===== src/rtl/isadma_pkg.sv =====
package isadma_pkg;

    typedef enum logic [2:0] {
        ST_IDLE,
        ST_BUSREQ,
        ST_OWNED,
        ST_ADDR,
        ST_DATA,
        ST_DONE
    } brg_state_t;

    localparam logic [3:0] CMD_MEM_READ  = 4'b0110;
    localparam logic [3:0] CMD_MEM_WRITE = 4'b0111;

endpackage


===== src/rtl/isadma_prio.sv =====
module isadma_prio #(
    parameter int NUM_CH    = 8,
    parameter int ABSENT_CH = 4,
    localparam int IDX_W    = $clog2(NUM_CH)
) (
    input  logic [NUM_CH-1:0] req,
    output logic              any,
    output logic [IDX_W-1:0]  idx
);

    logic [NUM_CH-1:0] usable;

    // channel without a request pin is masked out
    generate
        for (genvar g = 0; g < NUM_CH; g++) begin : g_mask
            if (g == ABSENT_CH) begin : g_gap
                assign usable[g] = req[g] & 1'b0;
            end else begin : g_live
                assign usable[g] = req[g];
            end
        end
    endgenerate

    // scan from the top so the lowest index wins
    always_comb begin
        any = |usable;
        idx = '0;
        for (int i = NUM_CH - 1; i >= 0; i--) begin
            if (usable[i]) idx = IDX_W'(i);
        end
    end

endmodule


===== src/rtl/isadma_lane_pack.sv =====
module isadma_lane_pack #(
    parameter int AD_W  = 32,
    parameter int SD_W  = 16,
    localparam int NBE  = AD_W / 8,
    localparam int HALF = NBE / 2
) (
    input  logic            wide,
    input  logic [1:0]      lane_sel,
    input  logic [SD_W-1:0] wdat,
    output logic [NBE-1:0]  be_n,
    output logic [AD_W-1:0] word
);

    always_comb begin
        be_n = '1;
        word = '0;
        if (wide) begin
            for (int b = 0; b < NBE; b++) begin
                if ((b >= HALF) == lane_sel[1]) be_n[b] = 1'b0;
            end
            word[(lane_sel[1] ? AD_W / 2 : 0) +: SD_W] = wdat;
        end else begin
            be_n[lane_sel] = 1'b0;
            word[{lane_sel, 3'b000} +: 8] = wdat[7:0];
        end
    end

endmodule


===== src/rtl/isadma_lane_unpack.sv =====
module isadma_lane_unpack #(
    parameter int AD_W = 32,
    parameter int SD_W = 16
) (
    input  logic            wide,
    input  logic [1:0]      lane_sel,
    input  logic [AD_W-1:0] word,
    output logic [SD_W-1:0] rdat
);

    always_comb begin
        if (wide) begin
            rdat = word[(lane_sel[1] ? AD_W / 2 : 0) +: SD_W];
        end else begin
            rdat = SD_W'(word[{lane_sel, 3'b000} +: 8]);
        end
    end

endmodule


===== src/rtl/isadma_pci_bridge.sv =====
module isadma_pci_bridge
    import isadma_pkg::*;
#(
    parameter int NUM_CH    = 8,
    parameter int ABSENT_CH = 4,
    parameter int WIDE_FROM = 5,
    parameter int ADDR_W    = 24,
    parameter int AD_W      = 32,
    parameter int SD_W      = 16
) (
    input  logic              clk,
    input  logic              rst_n,
    input  logic [NUM_CH-1:0] dreq,
    output logic [NUM_CH-1:0] dack_n,
    input  logic              memr_n,
    input  logic              memw_n,
    input  logic [ADDR_W-1:0] dma_addr,
    input  logic [SD_W-1:0]   isa_wdata,
    output logic [SD_W-1:0]   isa_rdata,
    output logic              io_rdy,
    output logic              pci_req_n,
    input  logic              pci_gnt_n,
    output logic              pci_frame_n,
    output logic              pci_irdy_n,
    input  logic              pci_trdy_n,
    output logic [AD_W-1:0]   pci_ad_out,
    output logic              pci_ad_oe,
    input  logic [AD_W-1:0]   pci_ad_in,
    output logic [AD_W/8-1:0] pci_cbe_n
);

    localparam int IDX_W = $clog2(NUM_CH);
    localparam int NBE   = AD_W / 8;

    brg_state_t state_q, state_d;

    logic [IDX_W-1:0]  sel_q;
    logic [IDX_W-1:0]  pick_idx;
    logic              pick_any;
    logic              rd_q;
    logic [ADDR_W-1:0] addr_q;
    logic [SD_W-1:0]   wdat_q;
    logic [SD_W-1:0]   rdat_q;
    logic [SD_W-1:0]   rdat_lane;
    logic [NBE-1:0]    be_n;
    logic [AD_W-1:0]   wr_word;
    logic              sel_wide;
    logic              sel_req;
    logic              strobe;

    assign sel_wide = (sel_q >= IDX_W'(WIDE_FROM));
    assign sel_req  = dreq[sel_q];
    assign strobe   = !memr_n || !memw_n;

    isadma_prio #(
        .NUM_CH    (NUM_CH),
        .ABSENT_CH (ABSENT_CH)
    ) i_prio (
        .req (dreq),
        .any (pick_any),
        .idx (pick_idx)
    );

    isadma_lane_pack #(
        .AD_W (AD_W),
        .SD_W (SD_W)
    ) i_pack (
        .wide     (sel_wide),
        .lane_sel (addr_q[1:0]),
        .wdat     (wdat_q),
        .be_n     (be_n),
        .word     (wr_word)
    );

    isadma_lane_unpack #(
        .AD_W (AD_W),
        .SD_W (SD_W)
    ) i_unpack (
        .wide     (sel_wide),
        .lane_sel (addr_q[1:0]),
        .word     (pci_ad_in),
        .rdat     (rdat_lane)
    );

    // state register
    always_ff @(posedge clk or negedge rst_n) begin
        if (!rst_n) state_q <= ST_IDLE;
        else        state_q <= state_d;
    end

    // transitions
    always_comb begin
        state_d = state_q;
        unique case (state_q)
            ST_IDLE:   if (pick_any) state_d = ST_BUSREQ;
            ST_BUSREQ: begin
                if (!sel_req)        state_d = ST_IDLE;
                else if (!pci_gnt_n) state_d = ST_OWNED;
            end
            ST_OWNED: begin
                if (!sel_req)                  state_d = ST_IDLE;
                else if (!pci_gnt_n && strobe) state_d = ST_ADDR;
            end
            ST_ADDR:   state_d = ST_DATA;
            ST_DATA:   if (!pci_trdy_n) state_d = ST_DONE;
            ST_DONE:   if (!strobe) state_d = ST_OWNED;
            default:   state_d = ST_IDLE;
        endcase
    end

    // channel, address and data holding registers
    always_ff @(posedge clk or negedge rst_n) begin
        if (!rst_n) begin
            sel_q  <= '0;
            rd_q   <= 1'b0;
            addr_q <= '0;
            wdat_q <= '0;
            rdat_q <= '0;
        end else begin
            if (state_q == ST_IDLE && pick_any) sel_q <= pick_idx;
            if (state_q == ST_OWNED && state_d == ST_ADDR) begin
                addr_q <= dma_addr;
                wdat_q <= isa_wdata;
                rd_q   <= !memr_n;
            end
            if (state_q == ST_DATA && !pci_trdy_n && rd_q) rdat_q <= rdat_lane;
        end
    end

    assign isa_rdata = rdat_q;

    // outputs decoded from the state
    always_comb begin
        dack_n      = '1;
        pci_req_n   = 1'b1;
        pci_frame_n = 1'b1;
        pci_irdy_n  = 1'b1;
        io_rdy      = 1'b1;
        pci_ad_out  = '0;
        pci_ad_oe   = 1'b0;
        pci_cbe_n   = '1;
        unique case (state_q)
            ST_IDLE: ;
            ST_BUSREQ: pci_req_n = 1'b0;
            ST_OWNED: begin
                pci_req_n     = 1'b0;
                dack_n[sel_q] = 1'b0;
            end
            ST_ADDR: begin
                pci_req_n     = 1'b0;
                dack_n[sel_q] = 1'b0;
                pci_frame_n   = 1'b0;
                io_rdy        = 1'b0;
                pci_ad_out    = AD_W'({addr_q[ADDR_W-1:2], 2'b00});
                pci_ad_oe     = 1'b1;
                pci_cbe_n     = rd_q ? CMD_MEM_READ : CMD_MEM_WRITE;
            end
            ST_DATA: begin
                pci_req_n     = 1'b0;
                dack_n[sel_q] = 1'b0;
                pci_irdy_n    = 1'b0;
                io_rdy        = 1'b0;
                pci_cbe_n     = be_n;
                if (!rd_q) begin
                    pci_ad_out = wr_word;
                    pci_ad_oe  = 1'b1;
                end
            end
            ST_DONE: begin
                pci_req_n     = 1'b0;
                dack_n[sel_q] = 1'b0;
            end
            default: ;
        endcase
    end

endmodule


===== config.mk =====
export PLATFORM = sky130hd
export DESIGN_NAME = isadma_pci_bridge
export DESIGN_NICKNAME = d
export VERILOG_FILES = /design/src/rtl/isadma_pkg.sv /design/src/rtl/isadma_prio.sv /design/src/rtl/isadma_lane_pack.sv /design/src/rtl/isadma_lane_unpack.sv /design/src/rtl/isadma_pci_bridge.sv
export SDC_FILE = /design/constraint.sdc
export NUM_CORES = 1
export LEC_CHECK = 0
export BUFFER_PORTS_ARGS = -buffer_cell sky130_fd_sc_hd__buf_4
export CAP_MARGIN = 20
export CORE_UTILIZATION = 48
export DETAILED_ROUTE_END_ITERATION = 10
export GPL_TIMING_DRIVEN = 0
export PLACE_DENSITY = 0.87
export SETUP_SLACK_MARGIN = 0.02
export SKIP_LAST_GASP = 1
export SLEW_MARGIN = 0
export SYNTH_ARGS = -nofsm -noshare
export SYNTH_HDL_FRONTEND = slang
export SYNTH_SLANG_ARGS = --single-unit
export TNS_END_PERCENT = 10

===== constraint.sdc =====
create_clock -name clk -period 3.16 [get_ports clk]
set_clock_uncertainty 0.15 [all_clocks]
set_input_delay 0 -clock clk [delete_from_list [all_inputs] [get_ports clk]]
set_output_delay 0 -clock clk [all_outputs]
set_load 0.03 [all_outputs]

# Yosys cells after proc, flatten, opt, wreduce, memory -nomap -nowiden
# Cells that the tools add are included.
word_totals:
  ff_bits: 63
  latchBits: 0
  ram_bits: 0
  mem_bits_ro: 0
  inputBits: 86
  wordCells: 84
  n_memories: 0
op_classes:
  add_sub_neg: 2
  mul: 0
  div_mod_pow: 0
  magnitude_cmp: 5
  eq_ne: 6
  shifts: 6
  n_mux: 38
  n_bitwise: 4
  n_reduce_logical: 17
op_table:
  columns: ["cell", "n"]
  rows:
  - ["$and 32x32->32", 2]
  - ["$mux 32", 2]
  - ["$pmux 32 s2", 1]
  - ["$mux 3", 14]
  - ["$neg 32->33", 1]
  - ["$shift 16x33->32 const A", 1]
  - ["$shiftx 16x33->32", 1]
  - ["$shift 8x7->32 const A", 1]
  - ["$shiftx 32x6->16", 1]
  - ["$shiftx 32x6->8", 1]
  - ["$shiftx 8x7->32", 1]
  - ["$pmux 3 s6", 1]
  - ["$mux 16", 1]
  - ["$mux 1", 11]
  - ["$eq 3x2->1 const B", 3]
  - ["$mux 8", 1]
  - ["$not 8->8", 1]
  - ["$pmux 4 s2", 1]
  - ["$logic_and 1x1->1", 7]
  - ["$neg 5->7", 1]
  - ["$reduce_or 7->1", 1]
  - ["$eq 3x3->1 const B", 2]
  - ["$mux 5", 1]
  - ["$reduce_or 5->1", 1]
  - ["other kinds (17)", 20]

# Longest topological paths before layout
# Gate-level depths: netlist of run 1.
logic_depth:
  word_depth: 8
  mapped_depth: 8

# By module
# Synthesis of run 1 repeated with hierarchy kept, for this count alone.
hier_totals:
  cells_unflattened: 371
  area_unflattened_um2: 4304.1
by_module_without_submodules:
  columns: ["mod", "instances", "cells_per_inst", "area_each_um2", "seq_area_each_um2"]
  rows:
  - ["isadma_pci_bridge", 1, 239, 3037.9, 1576.5]
  - ["isadma_lane_pack", 1, 92, 820.8, 0.0]
  - ["isadma_lane_unpack", 1, 28, 375.4, 0.0]
  - ["isadma_prio", 1, 12, 70.1, 0.0]

# Least setup slack after synthesis of run 1
# OpenSTA, ideal clock, no wires.
synth_path:
  path_kind: "flip-flop to output port"
  from: "register addr_q[1]"
  to: "output pci_ad_out[10]"
  t_arrival_ps: 2660
  t_required_ps: 3010
  slack_ps: 350
  stages_incl_launch_ff: 9
  n_path_buf: 2
  cell_sequence: "dfrtp_1 clkbuf_1 inv_1 ha_1 nor2b_1 and4_1 clkbuf_1 a22oi_1 o21ai_0"
synth_between:
  elab_chain_cells: 7
  word_cells_on_any_way: 12
  classes_between: "add/sub: 2; shift: 4; mux: 4; bitwise: 2"
synth_lines:
  columns: ["element", "line_no", "rtl"]
  rows:
  - ["start, declared", "isadma_pci_bridge.sv:41", "logic [ADDR_W-1:0] addr_q;"]
  - ["start signal, assigned", "isadma_pci_bridge.sv:122", "addr_q <= dma_addr;"]
  - ["$mux 5", "isadma_lane_pack.sv:21", "word[(lane_sel[1] ? AD_W / 2 : 0) +: SD_W] = wdat;"]
  - ["$neg 32->33", "isadma_lane_pack.sv:21", null]
  - ["$shiftx 16x33->32 or $shift 16x33->32 (tied branches)", "isadma_lane_pack.sv:21", null]
  - ["$and 32x32->32 (no line)", null, null]
  - ["$mux 32 *", "isadma_lane_pack.sv:17", "if (wide) begin"]
  - ["$mux 32 *", "isadma_pci_bridge.sv:164", "if (!rd_q) begin"]
  - ["$pmux 32 s2 *", "isadma_pci_bridge.sv:142", "unique case (state_q)"]
  - ["end, declared", "isadma_pci_bridge.sv:26", "output logic [AD_W-1:0] pci_ad_out,"]
# Every way passes the cells marked *; elsewhere a longest branch is shown, timed or not.

# Worst setup path after layout of run 1
layout_path:
  from: "register addr_q[1]"
  to: "register rdat_q[4], in the netlist isa_rdata[4]"
layout_between:
  elab_chain_cells: 3
  word_cells_on_any_way: 4
  classes_between: "shift: 2; mux: 2"
layout_lines:
  columns: ["element", "line_no", "rtl"]
  rows:
  - ["$mux 5", "isadma_lane_unpack.sv:13", "rdat = word[(lane_sel[1] ? AD_W / 2 : 0) +: SD_W];"]
  - ["$shiftx 32x6->16", "isadma_lane_unpack.sv:13", null]
  - ["$mux 16 *", "isadma_lane_unpack.sv:12", "if (wide) begin"]
  - ["end signal, assigned", "isadma_pci_bridge.sv:126", "if (state_q == ST_DATA && !pci_trdy_n && rd_q) rdat_q <= rdat_lane;"]
  - ["end, declared", "isadma_pci_bridge.sv:43", "logic [SD_W-1:0] rdat_q;"]
# Marks and branches as above.
# A chain may end at the register's enable or synchronous reset.

==> results of run 1 <==
[synth_stat cells (all sizes together) (2+ instances only)]
library cell   n
nand2b         3
o31ai          9
clkbuf         8
a21oi          9
nand3          7
nor3b          2
a22o          14
ha             8
dfrtp         63
and2           3
nand4          3
a21o           3
mux2          49
or3            2
o21ai         12
mux2i         28
a22oi         16
nor2b          6
inv            8
nor2          21
buf           12
and4           3
nor3           2
a31oi          2
nand2         32
[stage by stage]
stage / area [µm²] / utilization / TNS, ns / hold WS (ns) / worst slack (ns)
2_1_floorplan: 3610 / - / 0 / -0.4456 / 0.3502
3_3_place_gp: 4860 / 0.6700 / 0 / -0.01900 / 0.1594
3_5_place_dp: 4860 / 0.6700 / 0 / -0.007927 / 0.07363
4_1_cts: 5991 / 0.8259 / 0 / 0.09533 / 0.04313
5_1_grt: 5991 / 0.8259 / -0.005493 / 0.1946 / -0.005493
6_report: 5991 / 0.8259 / 0 / 0.1364 / 0.1095
[kinds of logic after synthesis]
family | count (synthesis) | share of synthesized area
AO/OA/AOI/OAI | 71 | 0.1404
adder cells (fa/ha/maj) | 8 | 0.02773
buffers and inverters | 28 | 0.04471
flip-flops | 63 | 0.4367
multiplexers | 77 | 0.2347
AND/OR/NAND/NOR | 86 | 0.1158
[flip-flops by register name (all words and copies together), names as in the netlist]
register	count
addr_q	24
isa_rdata	16
wdat_q	16
sel_q	3
state_q	3
rd_q	1
[metal layers]
| layer | global-route usage | wire, µm |
|---|---|---|
| met1 | 0.3704 | 5010 |
| met2 | 0.6322 | 6783 |
| met3 | 0.1129 | 1184 |
| met4 | 0.1935 | 437 |
| met5 | 0 | 0 |
[critical path: stages (launching register included)]
cell and delay (ns):
dfrtp_1 0.42, buf_1 0.61, mux2i_1 0.26, dlygate4sd3_1 0.57, mux2i_1 0.06, dlygate4sd3_1 0.58, mux2_4 0.28
[power breakdown]
part | total, mW | switching [mW] | internal [mW]
sequential | 1.42 | 0.290 | 1.13
clock | 0.892 | 0.325 | 0.567
combinational | 2.06 | 1.10 | 0.964
total | 4.37 | 1.71 | 2.66
[cell type report]
cell class	count	area, µm²
Sequential cell	63	1577
Tap cell	99	123.9
Multi-Input combinational cell	242	1879
Timing Repair Buffer	237	1997
Clock buffer	11	151.4
Clock inverter	5	103.9
Inverter	8	30.03
Fill cell	372	1262
Buffer	19	128.9
[worst max-delay path by stage]
stage / cells past startpoint / start / to
after floorplan: 8 / addr_q[1]$_DFFE_PN0P_ / pci_ad_out[10]
after global placement: 8 / addr_q[1]$_DFFE_PN0P_ / pci_ad_out[19]
after detailed placement: 8 / addr_q[1]$_DFFE_PN0P_ / pci_ad_out[16]
after CTS: 9 / addr_q[1]$_DFFE_PN0P_ / pci_ad_out[8]
after global routing: 8 / addr_q[1]$_DFFE_PN0P_ / pci_ad_out[9]
final: 6 / addr_q[1]$_DFFE_PN0P_ / isa_rdata[4]$_DFFE_PN0P_
[repair_timing]
item                                   in CTS  in global routing
endpoints found under the hold margin     126                  0
pin swaps                                   0                  0
resized for setup                           2                  2
setup endpoints to repair                  32                 19
hold buffers                               87                  0
==> qor.csv, run 1 <==
metric,value,unit
finalHoldViolCount,0,
htree_levels,3,
cts_made_buffers,9,
row_count,31,
worst_pin_slew,0.8180,ns
drive_gt1_frac,0.3966,
slew_viol_final,0,
peakVddDrop,0.5297,mV
yosys_register_bits,63,
ys_types,40,
dpl.cell_count,582,
stdcell_count,684,
ios,151,
fin_crit_sh,0.9654,
hold_path.class,input pin to flop,
regToRegStartpoint,addr_q[1]$_DFFE_PN0P_,
syn_nets,427,
rr_worst_depth,6,
finalSetupViolations,0,
core,0.007253,mm²
finalWeightedCongestion,0.8933,
layout.cells.most_common,buf_4,
maxSlewHeadroom,0.4546,
synth_seq_area_share,0.4367,
syn_avg_cell_area,10.84,µm²
postCtsSetupRepairBufs,0,
cp-end-kind,flop,
cts_buffer_depth,2,
drt_wl_total,13420,µm
power,4.374,mW
grt_pass1_vias,3976,
die_y,88.72,µm
avgRoutedWirePerCell,19.61,µm
yosys_most_used_dff,dfrtp_1,
drt_first_pass_iters,5,
clk_pin_slew_worst_paths,0.07,ns
clk-insertion-delay-late,0.35,ns
final_cell_mix,"buf_4 (152), dlygate4sd3_1 (87), dfrtp_1 (63)",
finalCriticalPeriod,3.051,ns
die_x,88.72,µm
nets,674,
grt_pass1_wl,20110,µm
r2r_setup_slack,0.11,ns
power.density,730.1,mW/mm²
initial_utilization,0.4977,
hold_path_startpoint,dreq[4],
rsz0062_at_grt,true,
worstPathRequired,3.24,ns
syn_to_final_growth,65.96,%
yosysTopAreaCellShare,0.4367,
cts_tree,yes,
drc,0,
synth_edf_count,0,
crit_fanout,10,
status,"finished, final reports clean",
clockRootBuffer,clkbuf_8,
max_freq,327.8,MHz
synth_cells,333,
critPathLaunchType,flop,
synth.area.top_cells,"dfrtp_1 (44%), mux2_2 (14%), mux2i_1 (7.8%), a22o_1 (3.4%), a22oi_1 (3.3%)",
synth_top_area_cell,dfrtp_1,
async_flop_share,1.000,
hold_path_end,state_q[1]$_DFF_PN0_,
reg2reg_to,isa_rdata[4]$_DFFE_PN0P_,
max_cap_viol_count,0,
cts_sinks,63,
grt_max_degree,64,
min_path_cells,5,
netlist_area,0.003610,mm²
fp.dieArea,0.007871,mm²
grtUsageTotal,0.3545,
cp.arrival,3.13,ns
critPathKind,flop to flop,
avgViaCountPerCell,5.503,
insertedDiodeCount,0,
leakage,2.844,nW
yosysWarnings,0,
dp_hpwl,7607,µm
drtIter0Drc,206,
portBuffers,150,
drtAntennaViolNets,0,
antenna_found_initial,0,
route.vias.total,3764,
gr-total-overflow,0,
(Power assumes the default switching activity.)
==> inputs of run 2 (changes only) <==
Settings changed: CORE_UTILIZATION 48 to 50, CTS_BUF_LIST set to sky130_fd_sc_hd__clkbuf_8, PLACE_DENSITY 0.87 to 0.9.
==> qor.csv, run 2 (synthesis gave the netlist of run 1 again) <==
metric,value,unit,change
critPathLaunchType,flop,,
switching_share,0.4050,,+0.01318
pwr-share-seq,0.332,,+0.007
grt_max_degree,64,,unchanged
drt_wl_total,14140,µm,+5.4%
final_cell_mix,"buf_4 (152), dlygate4sd3_1 (85), dfrtp_1 (63)",,
final.setup.worst_slack,0.1606,ns,+0.05115 ns
grt.busiest_layer,met2,,
maxSlewHeadroom,0.4568,,+0.002128
postCtsSetupRepairBufs,0,,unchanged
max_freq,333.4,MHz,+1.7%
cts_buffer_depth,2,,unchanged
grt_pass1_wl,21690,µm,+7.9%
cts_made_buffers,9,,unchanged
peakVddDrop,0.3627,mV,-32%
drc,0,,unchanged
grt_use_met2,0.6886,,+0.05645
clk-insertion-delay-late,0.34,ns,about the same
max_cap_viol_count,0,,unchanged
max_stage_delay,0.66,ns,+0.05 ns
drive_gt1_frac,0.3945,,-0.002070
finalWeightedCongestion,0.8303,,-7.1%
crit_buf_inv,4,,+1
finalHoldViolCount,0,,unchanged
hold_path.class,input pin to asynchronous set/reset pin,,
place_ws,0.1417,ns,+0.06807 ns
crit_chain,"buf_2, inv_1, ha_1, inv_1, nand4_1, a21oi_1, a22o_1, buf_4",,
gr-total-overflow,0,,unchanged
nets,672,,-0.30%
cts_sinks,63,,unchanged
avgRoutedWirePerCell,20.82,µm,+6.1%
clk_pin_slew_worst_paths,0.07,ns,about the same
power.density,737.2,mW/mm²,+0.97%
cts_tree,yes,,
grtUsageTotal,0.3896,,+0.03502
avgViaCountPerCell,5.817,,+5.7%
rsz0062_at_grt,true,,
dpl.cell_count,579,,-0.52%
clockRootBuffer,clkbuf_8,,
route.vias.total,3950,,+4.9%
ios,151,,unchanged
pwr-share-comb,0.471,,about the same
leakage,2.836,nW,-0.29%
portBuffers,150,,unchanged
antenna_found_initial,0,,unchanged
htree_levels,3,,unchanged
holdWs,0.1419,ns,+0.005498 ns
finalCriticalPeriod,2.999,ns,-0.05115 ns
critPathTopFamily,compound AO/OA/AOI/OAI gates,,
setup_tns,0,ns,unchanged
cp-end-kind,output pin,,
worstPathRequired,3.01,ns,-0.23 ns
drtIter0Drc,278,,+35%
core,0.006869,mm²,-5.3%
drtAntennaViolNets,0,,unchanged
grt_pass1_vias,4250,,+6.9%
internal_power,2.610,mW,-1.9%
worst_pin_slew,0.8149,ns,-0.003192 ns
cpMaxStageDelayCell,a21oi_1,,
grtUsageMet3,0.1100,,-0.002921
cp.arrival,2.85,ns,-0.28 ns
row_count,30,,-3.2%
met1_usage,0.4119,,+0.04150
layout.cells.most_common,buf_4,,
dp_hpwl,7790,µm,+2.4%
p_clk_frac,0.197,,-0.007
stdcell_count,679,,-0.73%
die_y,86.97,µm,-2.0%
p_sw,1.777,mW,+3.7%
drt_first_pass_iters,5,,unchanged
regMostFlops,addr_q,,
fp.dieArea,0.007563,mm²,-3.9%
status,"finished, final reports clean",,
crit_fanout,10,,unchanged
critPathKind,flop to output pin,,
syn_to_final_growth,64.85,%,
insertedDiodeCount,0,,unchanged
crit_path_frequent_cell,inv_1,,
fin_crit_sh,0.9492,,-0.01619
largest_reg_flops,24,,unchanged
initial_utilization,0.5255,,+0.02783
slew_viol_final,0,,unchanged
die_x,86.97,µm,-2.0%
finalSetupViolations,0,,unchanged
power,4.387,mW,+0.29%
-- run 2: path summary, 6_finish.rpt --
| path | to | cells after the start | from | slack, ns |
|---|---|---|---|---|
| worst max-delay path | pci_ad_out[6] | 8 | addr_q[1]$_DFFE_PN0P_ | 0.16 |
| worst min-delay path | isa_rdata[0]$_DFFE_PN0P_ | 2 | rst_n | 0.14 |
| worst max register to register | sel_q[1]$_DFFE_PN0P_ | 4 | state_q[1]$_DFF_PN0_ | 0.59 |
| worst min register to register | isa_rdata[10]$_DFFE_PN0P_ | 2 | isa_rdata[10]$_DFFE_PN0P_ | 0.36 |
| max in group asynchronous | wdat_q[6]$_DFFE_PN0P_ | 2 | rst_n | 2.19 |
| min in group clk | state_q[1]$_DFF_PN0_ | 5 | dreq[4] | 0.15 |
-- run 2: layout make-up --
class,instances,area (µm²)
inverter,8,30.03
sequential,63,1577
buffer,19,128.9
fill,322,918.4
multi-input combinational,242,1876
timing repair buffer,235,1977
clock buffer,13,178.9
clock inverter,3,63.81
tap,96,120.1
-- run 2: layer usage --
metal,vias to the layer above,share of wire
li1,1713,-
met1,1911,0.36
met2,263,0.50
met3,63,0.089
met4,0,0.053
met5,-,0
-- run 2: through the flow --
stage | instance area [µm²] | utilization
detailed placement | 4856 | 0.7069
floorplan | 3610 | -
global route | 5951 | 0.8663
CTS | 5954 | 0.8668
global placement | 4856 | 0.7069
finish | 5951 | 0.8663
-- run 2: worst reg2reg max path, delay by kind of cell, from the launching register on --
family                 cells  cell delay, ns
flip-flops                 1            0.50
buffers and inverters      1            0.60
AND/OR/NAND/NOR            1            0.47
AO/OA/AOI/OAI              2            0.79
-- run 2: power groups by stage --
stage | clock network (mW) | logic, mW | registers [mW]
2_1_floorplan | 0 | 1.05 | 1.51
3_3_place_gp | 0 | 1.72 | 1.39
3_5_place_dp | 0 | 1.77 | 1.42
4_1_cts | 0.850 | 1.97 | 1.41
5_1_grt | 0.909 | 2.18 | 1.49
6_report | 0.863 | 2.07 | 1.46
-- run 2: repair_timing --
item | 4_1_cts | 5_1_grt
gates resized for setup | 2 | 1
setup endpoints to repair | 30 | 16
hold buffers | 85 | 0
endpoints found under the hold margin | 126 | 0
